**src/rtl/usbd_rx_pkg.sv**
```systemverilog
package usbd_rx_pkg;

  typedef enum logic [1:0] {
    HS_NONE = 2'b00,
    HS_ACK  = 2'b01,
    HS_NAK  = 2'b10
  } hs_code_e;

  localparam logic [15:0] CRC_POLY   = 16'h8005;
  localparam logic [15:0] CRC_PRESET = 16'hFFFF;
  localparam logic [15:0] CRC_GOOD   = 16'h7FF2;

  // Register kept with x^15 in bit 15; data enters LSB first.
  function automatic logic [15:0] crc16_byte(input logic [15:0] c_in,
                                             input logic [7:0]  d);
    logic [15:0] c;
    logic        fb;
    c = c_in;
    for (int i = 0; i < 8; i++) begin
      fb = d[i] ^ c[15];
      c  = {c[14:0], 1'b0};
      if (fb) c = c ^ CRC_POLY;
    end
    return c;
  endfunction

endpackage

```
**src/rtl/usbd_crc16.sv**
```systemverilog
module usbd_crc16
  import usbd_rx_pkg::*;
(
  input  logic       clk,
  input  logic       rst_n,
  input  logic       init,
  input  logic       en,
  input  logic [7:0] data,
  output logic       crc_ok
);

  logic [15:0] crc_q;

  always_ff @(posedge clk) begin
    if (!rst_n)    crc_q <= CRC_PRESET;
    else if (init) crc_q <= CRC_PRESET;
    else if (en)   crc_q <= crc16_byte(crc_q, data);
  end

  assign crc_ok = ((~crc_q) == CRC_GOOD);

  // A freshly preset register can never look like a good residue.
  p_fresh_not_good_r1: assert property (@(posedge clk) disable iff (!rst_n)
    init |=> !crc_ok);

endmodule

```
**src/rtl/usbd_ep_fifo.sv**
```systemverilog
module usbd_ep_fifo #(
  parameter int DEPTH = 64,
  localparam int AW = $clog2(DEPTH),
  localparam int PW = AW + 1
) (
  input  logic          clk,
  input  logic          rst_n,
  input  logic          wr_en,
  input  logic [7:0]    wr_data,
  input  logic          commit,
  input  logic          rollback,
  input  logic          rd_ready,
  output logic          rd_valid,
  output logic [7:0]    rd_data,
  output logic [PW-1:0] free_cnt,
  output logic [PW-1:0] pend_cnt
);

  localparam logic [PW-1:0] DEPTH_W = PW'(DEPTH);
  localparam logic [PW-1:0] CRC_LEN = PW'(2);

  logic [7:0]    mem [DEPTH];
  logic [PW-1:0] wr_ptr, cm_ptr, rd_ptr;
  logic [PW-1:0] used, trim, cm_next;
  logic          do_wr;

  assign used     = wr_ptr - rd_ptr;
  assign free_cnt = DEPTH_W - used;
  assign pend_cnt = wr_ptr - cm_ptr;
  assign trim     = (pend_cnt >= CRC_LEN) ? CRC_LEN : pend_cnt;
  assign cm_next  = wr_ptr - trim;
  assign do_wr    = wr_en && (free_cnt != '0);

  always_ff @(posedge clk) begin
    if (do_wr) mem[wr_ptr[AW-1:0]] <= wr_data;
  end

  always_ff @(posedge clk) begin
    if (!rst_n) begin
      wr_ptr <= '0;
      cm_ptr <= '0;
    end else if (rollback) begin
      wr_ptr <= cm_ptr;
    end else if (commit) begin
      wr_ptr <= cm_next;
      cm_ptr <= cm_next;
    end else if (do_wr) begin
      wr_ptr <= wr_ptr + PW'(1);
    end
  end

  assign rd_valid = (rd_ptr != cm_ptr);
  assign rd_data  = mem[rd_ptr[AW-1:0]];

  always_ff @(posedge clk) begin
    if (!rst_n)                   rd_ptr <= '0;
    else if (rd_valid && rd_ready) rd_ptr <= rd_ptr + PW'(1);
  end

  p_no_overflow_r8: assert property (@(posedge clk) disable iff (!rst_n)
    used <= DEPTH_W);

  p_flush_keeps_commit_r3: assert property (@(posedge clk) disable iff (!rst_n)
    rollback |=> (cm_ptr == $past(cm_ptr)));

  p_commit_behind_write_r11: assert property (@(posedge clk) disable iff (!rst_n)
    (cm_ptr - rd_ptr) <= used);

  p_single_outcome_r3: assert property (@(posedge clk) disable iff (!rst_n)
    !(commit && rollback));

endmodule

```
**src/rtl/usbd_rx_ctrl.sv**
```systemverilog
module usbd_rx_ctrl
  import usbd_rx_pkg::*;
#(
  parameter int MAX_PKT = 16,
  parameter int PW = 7
) (
  input  logic          clk,
  input  logic          rst_n,
  input  logic          sop,
  input  logic          eop,
  input  logic          byte_fire,
  input  logic          iso,
  input  logic          ping,
  input  logic          crc_ok,
  input  logic [PW-1:0] free_cnt,
  input  logic [PW-1:0] pend_cnt,
  input  logic          err_clr,
  output logic          crc_init,
  output logic          crc_en,
  output logic          fifo_wr,
  output logic          commit,
  output logic          rollback,
  output logic          hs_valid,
  output hs_code_e      hs_code,
  output logic          pkt_done,
  output logic [PW-1:0] pkt_len,
  output logic          err_flag
);

  localparam logic [PW-1:0] ROOM    = PW'(MAX_PKT + 2);
  localparam logic [PW-1:0] CRC_LEN = PW'(2);

  logic          in_pkt, refuse_q, iso_q, has_room, eop_live, accept, iso_bad;
  logic [PW-1:0] len_now;

  assign has_room = (free_cnt >= ROOM);
  assign eop_live = eop && in_pkt;
  assign accept   = byte_fire && in_pkt && !refuse_q;
  assign crc_init = sop;
  assign crc_en   = accept;
  assign fifo_wr  = accept;
  assign commit   = eop_live && !refuse_q && (iso_q || crc_ok);
  assign rollback = eop_live && !refuse_q && !iso_q && !crc_ok;
  assign iso_bad  = eop_live && !refuse_q && iso_q && !crc_ok;
  assign len_now  = (pend_cnt >= CRC_LEN) ? (pend_cnt - CRC_LEN) : '0;

  always_ff @(posedge clk) begin
    if (!rst_n) begin
      in_pkt   <= 1'b0;
      refuse_q <= 1'b0;
      iso_q    <= 1'b0;
    end else if (sop) begin
      in_pkt   <= 1'b1;
      refuse_q <= !has_room;
      iso_q    <= iso;
    end else if (eop) begin
      in_pkt   <= 1'b0;
    end
  end

  always_ff @(posedge clk) begin
    if (!rst_n) begin
      hs_valid <= 1'b0;
      hs_code  <= HS_NONE;
    end else begin
      hs_valid <= 1'b0;
      hs_code  <= HS_NONE;
      if (eop_live && !iso_q && (refuse_q || crc_ok)) begin
        hs_valid <= 1'b1;
        hs_code  <= refuse_q ? HS_NAK : HS_ACK;
      end else if (ping && !iso && !in_pkt) begin
        hs_valid <= 1'b1;
        hs_code  <= has_room ? HS_ACK : HS_NAK;
      end
    end
  end

  always_ff @(posedge clk) begin
    if (!rst_n) begin
      pkt_done <= 1'b0;
      pkt_len  <= '0;
      err_flag <= 1'b0;
    end else begin
      pkt_done <= commit;
      if (commit)       pkt_len  <= len_now;
      if (iso_bad)      err_flag <= 1'b1;
      else if (err_clr) err_flag <= 1'b0;
    end
  end

  p_iso_silent_r6: assert property (@(posedge clk) disable iff (!rst_n)
    (eop_live && iso_q) |=> !hs_valid);

  p_flush_quiet_r4: assert property (@(posedge clk) disable iff (!rst_n)
    rollback |=> (!$rose(err_flag) && !pkt_done));

  p_ack_needs_good_r2: assert property (@(posedge clk) disable iff (!rst_n)
    (hs_valid && hs_code == HS_ACK && $past(eop_live)) |-> $past(crc_ok));

  p_flag_sticky_r10: assert property (@(posedge clk) disable iff (!rst_n)
    (err_flag && !err_clr) |=> err_flag);

  p_refused_nak_r8: assert property (@(posedge clk) disable iff (!rst_n)
    (eop_live && refuse_q && !iso_q) |=> (hs_valid && hs_code == HS_NAK && !pkt_done));

endmodule

```
**src/rtl/usbd_rx_commit.sv**
```systemverilog
module usbd_rx_commit
  import usbd_rx_pkg::*;
#(
  parameter int DEPTH   = 64,
  parameter int MAX_PKT = 16
) (
  input  logic                   clk,
  input  logic                   rst_n,
  input  logic                   rx_valid,
  output logic                   rx_ready,
  input  logic [7:0]             rx_data,
  input  logic                   rx_sop,
  input  logic                   rx_eop,
  input  logic                   ep_iso,
  input  logic                   ping_stb,
  output logic                   ff_valid,
  input  logic                   ff_ready,
  output logic [7:0]             ff_data,
  output logic                   hs_valid,
  output logic [1:0]             hs_code,
  output logic                   pkt_done,
  output logic [$clog2(DEPTH):0] pkt_len,
  output logic                   crc_err,
  input  logic                   err_clr
);

  localparam int PW = $clog2(DEPTH) + 1;

  logic          crc_init, crc_en, crc_ok;
  logic          fifo_wr, commit, rollback;
  logic [PW-1:0] free_cnt, pend_cnt;
  hs_code_e      hs_code_e_w;

  assign rx_ready = 1'b1;
  assign hs_code  = hs_code_e_w;

  usbd_crc16 u_crc (
    .clk    (clk),
    .rst_n  (rst_n),
    .init   (crc_init),
    .en     (crc_en),
    .data   (rx_data),
    .crc_ok (crc_ok)
  );

  usbd_ep_fifo #(.DEPTH(DEPTH)) u_fifo (
    .clk      (clk),
    .rst_n    (rst_n),
    .wr_en    (fifo_wr),
    .wr_data  (rx_data),
    .commit   (commit),
    .rollback (rollback),
    .rd_ready (ff_ready),
    .rd_valid (ff_valid),
    .rd_data  (ff_data),
    .free_cnt (free_cnt),
    .pend_cnt (pend_cnt)
  );

  usbd_rx_ctrl #(.MAX_PKT(MAX_PKT), .PW(PW)) u_ctrl (
    .clk       (clk),
    .rst_n     (rst_n),
    .sop       (rx_sop),
    .eop       (rx_eop),
    .byte_fire (rx_valid && rx_ready),
    .iso       (ep_iso),
    .ping      (ping_stb),
    .crc_ok    (crc_ok),
    .free_cnt  (free_cnt),
    .pend_cnt  (pend_cnt),
    .err_clr   (err_clr),
    .crc_init  (crc_init),
    .crc_en    (crc_en),
    .fifo_wr   (fifo_wr),
    .commit    (commit),
    .rollback  (rollback),
    .hs_valid  (hs_valid),
    .hs_code   (hs_code_e_w),
    .pkt_done  (pkt_done),
    .pkt_len   (pkt_len),
    .err_flag  (crc_err)
  );

endmodule

```
**config.mk**
```make
export PLATFORM = sky130hd
export DESIGN_NAME = usbd_rx_commit
export DESIGN_NICKNAME = d
export VERILOG_FILES = /design/src/rtl/usbd_rx_pkg.sv /design/src/rtl/usbd_crc16.sv /design/src/rtl/usbd_ep_fifo.sv /design/src/rtl/usbd_rx_ctrl.sv /design/src/rtl/usbd_rx_commit.sv
export SDC_FILE = /design/constraint.sdc
export NUM_CORES = 1
export LEC_CHECK = 0
export BUFFER_PORTS_ARGS = -buffer_cell sky130_fd_sc_hd__clkbuf_2
export CORE_MARGIN = 2
export CORE_UTILIZATION = 25
export CTS_CLUSTER_SIZE = 14
export DETAILED_ROUTE_END_ITERATION = 6
export PLACE_DENSITY = 0.42
export SYNTH_ARGS = -nofsm -noshare
export SYNTH_HDL_FRONTEND = slang
export SYNTH_HIERARCHICAL = 1
export SYNTH_SLANG_ARGS = --single-unit
```
**constraint.sdc**
```tcl
create_clock -name clk -period 5.35 [get_ports clk]
set_input_delay 0.8025 -clock clk [delete_from_list [all_inputs] [get_ports clk]]
set_output_delay 0.8025 -clock clk [all_outputs]
set_load 0.005 [all_outputs]
```
After elaboration in Yosys (flattened, before gate mapping)

Memories as Yosys holds them, arrays and structs flattened. A register that Yosys moved wholly into a read port is not among the register bits.
Cells that the tools add are included.

Flip-flop bits (word level): 52
Latch bits: 0
Bits in writable memories: 512
ROM bits: 0
Logic and storage cells: 120
Memories kept: 1

Memories:

| memory     | words | bits a word | read ports | clocked after Yosys merged registers in | write ports | line               | source |
|---|---|---|---|---|---|---|---|
| u_fifo.mem | 64    | 8           | 1          | 1                                       | 1           | usbd_ep_fifo.sv:22 | `logic [7:0] mem [DEPTH];` |

$add $sub $neg: 7
Multipliers: 0
Divide/modulo/power cells: 0
Magnitude comparators: 2
Equality and inequality tests: 2
Shift-type cells: 0
Multiplexer cells: 48
Bitwise operators: 19
Reductions and logical operators: 29

Operator list:

| operator                                                               | number |
|---|---|
| 16-bit two-way mux                                                     | 29 |
| 7-bit two-way mux                                                      | 5 |
| 3-bit NOT                                                              | 8 |
| 7-bit subtractor                                                       | 3 |
| 16-bit by 15-bit == test with 1-bit output (second input constant)     | 1 |
| 16-bit NOT                                                             | 1 |
| 1-bit logical AND                                                      | 15 |
| 7-bit by 1-bit adder with 7-bit output (second input constant)         | 2 |
| 6-bit two-way mux                                                      | 2 |
| 1-bit two-way mux                                                      | 8 |
| 2-bit two-way mux                                                      | 4 |
| 1-bit XOR                                                              | 8 |
| 7-bit by 2-bit >= comparator with 1-bit output (second input constant) | 1 |
| 7-bit by 5-bit >= comparator with 1-bit output (second input constant) | 1 |
| 7-bit inequality test                                                  | 1 |
| 7-bit nonzero test                                                     | 1 |
| 7-bit by 2-bit subtractor with 7-bit output (second input constant)    | 1 |
| 7-bit subtractor (first input constant)                                | 1 |
| 1-bit logical NOT                                                      | 6 |
| 2-bit nonzero test                                                     | 2 |
| 3-bit nonzero test                                                     | 1 |
| 1-bit logical OR                                                       | 2 |
| 1-bit NOT                                                              | 2 |
| 2-bit AND reduction                                                    | 1 |
| 2-bit OR reduction                                                     | 1 |

Longest topological paths before layout

Word-level depth: 37
Depth in mapped cells: 18
Depth with buffers taken out: 18

Cells and area by module

The synthesis kept the hierarchy.

By module, submodules not included:

| module         | instances | cells each | area each (um^2) |
|---|---|---|---|
| usbd_ep_fifo   | 1         | 1059       | 21735.8 |
| usbd_crc16     | 1         | 89         | 844.6 |
| usbd_rx_ctrl   | 1         | 84         | 748.2 |
| usbd_rx_commit | 1         | 2          | 11.3 |

Worst setup path before layout

OpenSTA, ideal clock, no wires.

Path kind: register to register
Start point: register u_fifo.wr_ptr[1]
End point: memory u_fifo.mem[60][0] (enable)
Setup time: 0.371 ns
Arrival: 3.165 ns
Slack: 1.815 ns
Stages on the path, launching flop included: 12
Buffers on the path: 0
Period minus slack after synthesis: 3.535 ns
Cells stage by stage: dfxtp_1 -> inv_1 -> ha_1 -> ha_1 -> fa_1 -> a21o_1 -> a21oi_1 -> xnor2_1 -> nor3_1 -> a21oi_1 -> nand4_1 -> nor2_1

Longest elaborated chain between the ends: 6

RTL lines:

| element                                 | line                 | source |
|---|---|---|
| from (decl)                             | usbd_ep_fifo.sv:23   | `logic [PW-1:0] wr_ptr, cm_ptr, rd_ptr;` |
| from (signal assigned)                  | usbd_ep_fifo.sv:43   | `wr_ptr <= cm_ptr;` |
| from (signal assigned)                  | usbd_ep_fifo.sv:45   | `wr_ptr <= cm_next;` |
| from (signal assigned)                  | usbd_ep_fifo.sv:48   | `wr_ptr <= wr_ptr + PW'(1);` |
| 7-bit subtractor                        | usbd_ep_fifo.sv:27   | `assign used = wr_ptr - rd_ptr;` |
| 7-bit subtractor                        | usbd_ep_fifo.sv:28   | `assign free_cnt = DEPTH_W - used;` |
| named net free_cnt[5]                   | usbd_rx_commit.sv:31 | `logic [PW-1:0] free_cnt, pend_cnt;` |
| 7-bit nonzero test                      | usbd_ep_fifo.sv:32   | `assign do_wr = wr_en && (free_cnt != '0);` |
| 1-bit logical AND                       | usbd_ep_fifo.sv:32   |  |
| 1-bit two-way mux                       | usbd_ep_fifo.sv:35   | `if (do_wr) mem[wr_ptr[AW-1:0]] <= wr_data;` |
| 1-bit two-way mux (implied by the code) | usbd_ep_fifo.sv:35   |  |
| to (decl)                               | usbd_ep_fifo.sv:22   |  |

The timed path passes the listed nets, and every way through them passes these cells.

==> results.txt <==
Critical Path AT - 3760 ps
Async set-or-reset flop fraction in the synthesized netlist - 0%
Syn. warnings - 6
Post-CTS Hold Fix Bufs - 0
Crit. End Element - primary output
Internal Power - 7.88 mW
CP Data Required Time - 4550 ps
Seq/Total Area, Yosys - 70.8%
Clock buffer depth - 3
Peak supply drop - 0.000224 V
Share of cells above drive strength 1 - 25.8%
Mapped cell area - 23300 um2
Routability cong. - 0.742
Worst hold slack - 456 ps
ANT nets after route - 0
Final setup fails - 0
Fmax - 0.219 GHz
Post-route DRC violation count - 0
Type of the most critical hold path - reg -> reg
Vias post-DR - 11751
Core area - 92900 um2
Row count - 112
Main combinational cell family by area after synthesis - multiplexers
Startpoint Class - flip-flop
Xor/xnor share of the synthesized area - 2.42%
Unrepaired setup endpoints after global routing - false
Most frequent cells in the layout - 512 x edfxtp_1, 168 x mux4_2, 104 x nor2_1
Crit-path cells - buf_4 > mux4_2 > mux4_2 > mux4_2 > clkbuf_2
Largest net degree at the start of global routing - 66
Post-synthesis average cell area - 18.9 um2
Die X - 310 um
CP Capture Point - ff_data[2]
Initial detailed-routing violation count - 954
Commonest non-fill, non-tap cell in the layout - edfxtp_1
Grt met1 use - 18.7%
Drt wl/cell - 23.5 um
PostCTS Resize Cnt - 0
Overall Global Routing Usage - 13.2%
Switching share of power - 24.6%
Wirelength, routed - 62200 um
Slew headroom - 30.4%
Static Leak - 8.40 nW
Number of enable flip-flop cells after synthesis - 512
Simple-Gate Fraction of Synth Area - 4.58%
Switch Pwr - 2.57 mW
Num CTS Buffers - 66
Register share of total power - 47.3%
CTS H-Tree Depth - 3
Vias in the first global route - 12284
Kind of critical path - reg -> out
Met2 usage in global routing - 20.3%
Max Slew Vio Count - 0
Reg2Reg Depth - 12
CTS tree - yes
Final hold vios - 0
Clock transition at the registers of the reported paths - 60 ps
Setup bufs post-CTS - 0
Final TNS setup - 0 ps
First-pass GRT wire length - 90400 um
Power share of the combinational group - 11.8%
Vias per Instance - 4.45
Max_cap viols - 0
Die height - 310 um
Minimum clock period after layout - 4560 ps
# nets final - 1390
Root Buffer - clkbuf_16
Worst path most repeated cell - mux4_2
N_diodes - 0
Yosys reg bits - 570
Post-Synth Adder-Cell Area - 1.65%
Final Skew - 26.7 ps
Mux cell area share after synthesis - 16.6%
Worst-margin pin slew - 1040 ps
Worst Path Max Fanout - 30
Ports - 39
Initial Utilization - 25.1%
Max incr delay on CP - 770 ps
Hold_sp - u_ctrl/pkt_len[2]$_SDFFE_PN0P_
Most used routing layer - met2
Power Dens Cells - 382 nW/um2
DRT Pass-1 Iters - 5
Initial antenna violation count - 2
Syn Inst Count - 1234
Clock latency on the worst-skew pair - 610 ps
Fin util - 29.4%
Port bufs - 37
Grt met3 use - 3.06%
Clk pwr share - 40.9%
Die Area - 95800 um2
Reg-to-reg endpoint - u_fifo/mem[21][3]$_DFFE_PP_
Clock sinks - 570
Synth Area in Compound Gates - 2.35%
Slowest cell on crit path - dfxtp_4
Synth-to-Final Area Change - 17.1%
Grt total ovfl - 0
HPWL Detailed - 39400 um
FF-to-FF Start - u_fifo/wr_ptr[1]$_SDFFE_PN0P_
Netlist cell types - 65
Final period utilization - 85.3%
R2r setup slk - 970 ps
Outcome - finished, final reports clean
Ys flop type - edfxtp_1
-- layer usage --
metal	up-vias	part of all wire, %	wire, um
met1	6258	47	29300
li1	5182	-	-
met5	-	0	0
met2	231	46	28400
met4	0	2.4	1480
met3	80	4.8	2960
-- area by class of cell --
type	instances	area, um2
fill	9096	65600
timing repair buffer	89	613
clock inverter	26	221
inverter	29	109
tap	1254	1570
clock buffer	86	1790
multi-input combinational	588	6470
sequential	570	16500
-- metrics by stage --
| stage | std cells | area (um2) | setup slack (ps) | power, mW |
|---|---|---|---|---|
| after global placement | 2530 | 25300 | 1000 | 6.30 |
| after CTS | 2642 | 27300 | 647 | 10.6 |
| after detailed placement | 2530 | 25300 | 912 | 6.29 |
| final | 2642 | 27300 | 788 | 10.4 |
| after global routing | 2642 | 27300 | 575 | 10.9 |
| after floorplan | 1238 | 23400 | 1810 | 5.84 |
-- state kept, by name, indices dropped and copies added (netlist names), named ones only --
register and flops:
u_ctrl/hs_valid 1, u_ctrl/iso_q 1, u_fifo/cm_ptr 7, u_ctrl/pkt_len 7
u_ctrl/pkt_done 1, u_fifo/mem 512, u_fifo/wr_ptr 7, u_ctrl/err_flag 1
u_ctrl/in_pkt 1, u_ctrl/hs_code 2, u_ctrl/refuse_q 1, u_fifo/rd_ptr 7
u_crc/crc_q 16
-- synth_stat cells, types with 11 or more instances --
cell type	number	area (um2)
buf_2	11	55.1
nand2_1	54	203
inv_1	26	97.6
a21oi_1	22	110
mux4_2	168	3780
nor2_1	104	390
xnor2_1	34	298
dfxtp_1	58	1160
clkbuf_1	25	93.8
nor3_1	14	70.1
nor2b_1	11	68.8
nand3_1	16	80.1
xor2_1	17	149
o21ai_0	20	100
edfxtp_1	512	15400
ha_1	26	325
-- cell families (layout without fill, tap and decap cells) --
logic type | count (synthesis) | in the layout
DFF | 570 | 570
and+or+nand+nor | 232 | 232
muxes | 178 | 178
AOI/OAI and AO/OA | 86 | 86
buffers and inverters | 80 | 230
xor gates and xnor gates | 57 | 57
adders and majority gates | 29 | 29
other | 2 | 6
-- power by group through the flow --
stage                     registers, mW  clock network, mW  logic [mW]
final                              4.94               4.27        1.23
after global routing               4.95               4.58        1.34
after CTS                          4.94               4.41        1.26
after detailed placement           5.04                  0        1.25
after global placement             5.04                  0        1.26
after floorplan                    5.00                  0       0.839
-- worst min-delay path by stage --
stage               slack [ps]                             end  depth (start not counted)
floorplan                  450  u_ctrl/pkt_len[3]$_SDFFE_PN0P_                          2
global placement           450  u_ctrl/pkt_len[2]$_SDFFE_PN0P_                          2
detailed placement         450  u_ctrl/pkt_len[2]$_SDFFE_PN0P_                          2
CTS                        450       u_ctrl/iso_q$_SDFFE_PN0P_                          3
global route               470       u_ctrl/iso_q$_SDFFE_PN0P_                          3
finish                     460  u_ctrl/pkt_len[2]$_SDFFE_PN0P_                          2
-- worst max-delay path, delay by kind of cell, from the launching register on --
kind | cells | cell delay (ps)
buffers and inverters | 2 | 590
DFF | 1 | 770
muxes | 3 | 1750
(Power assumes the default switching activity.)
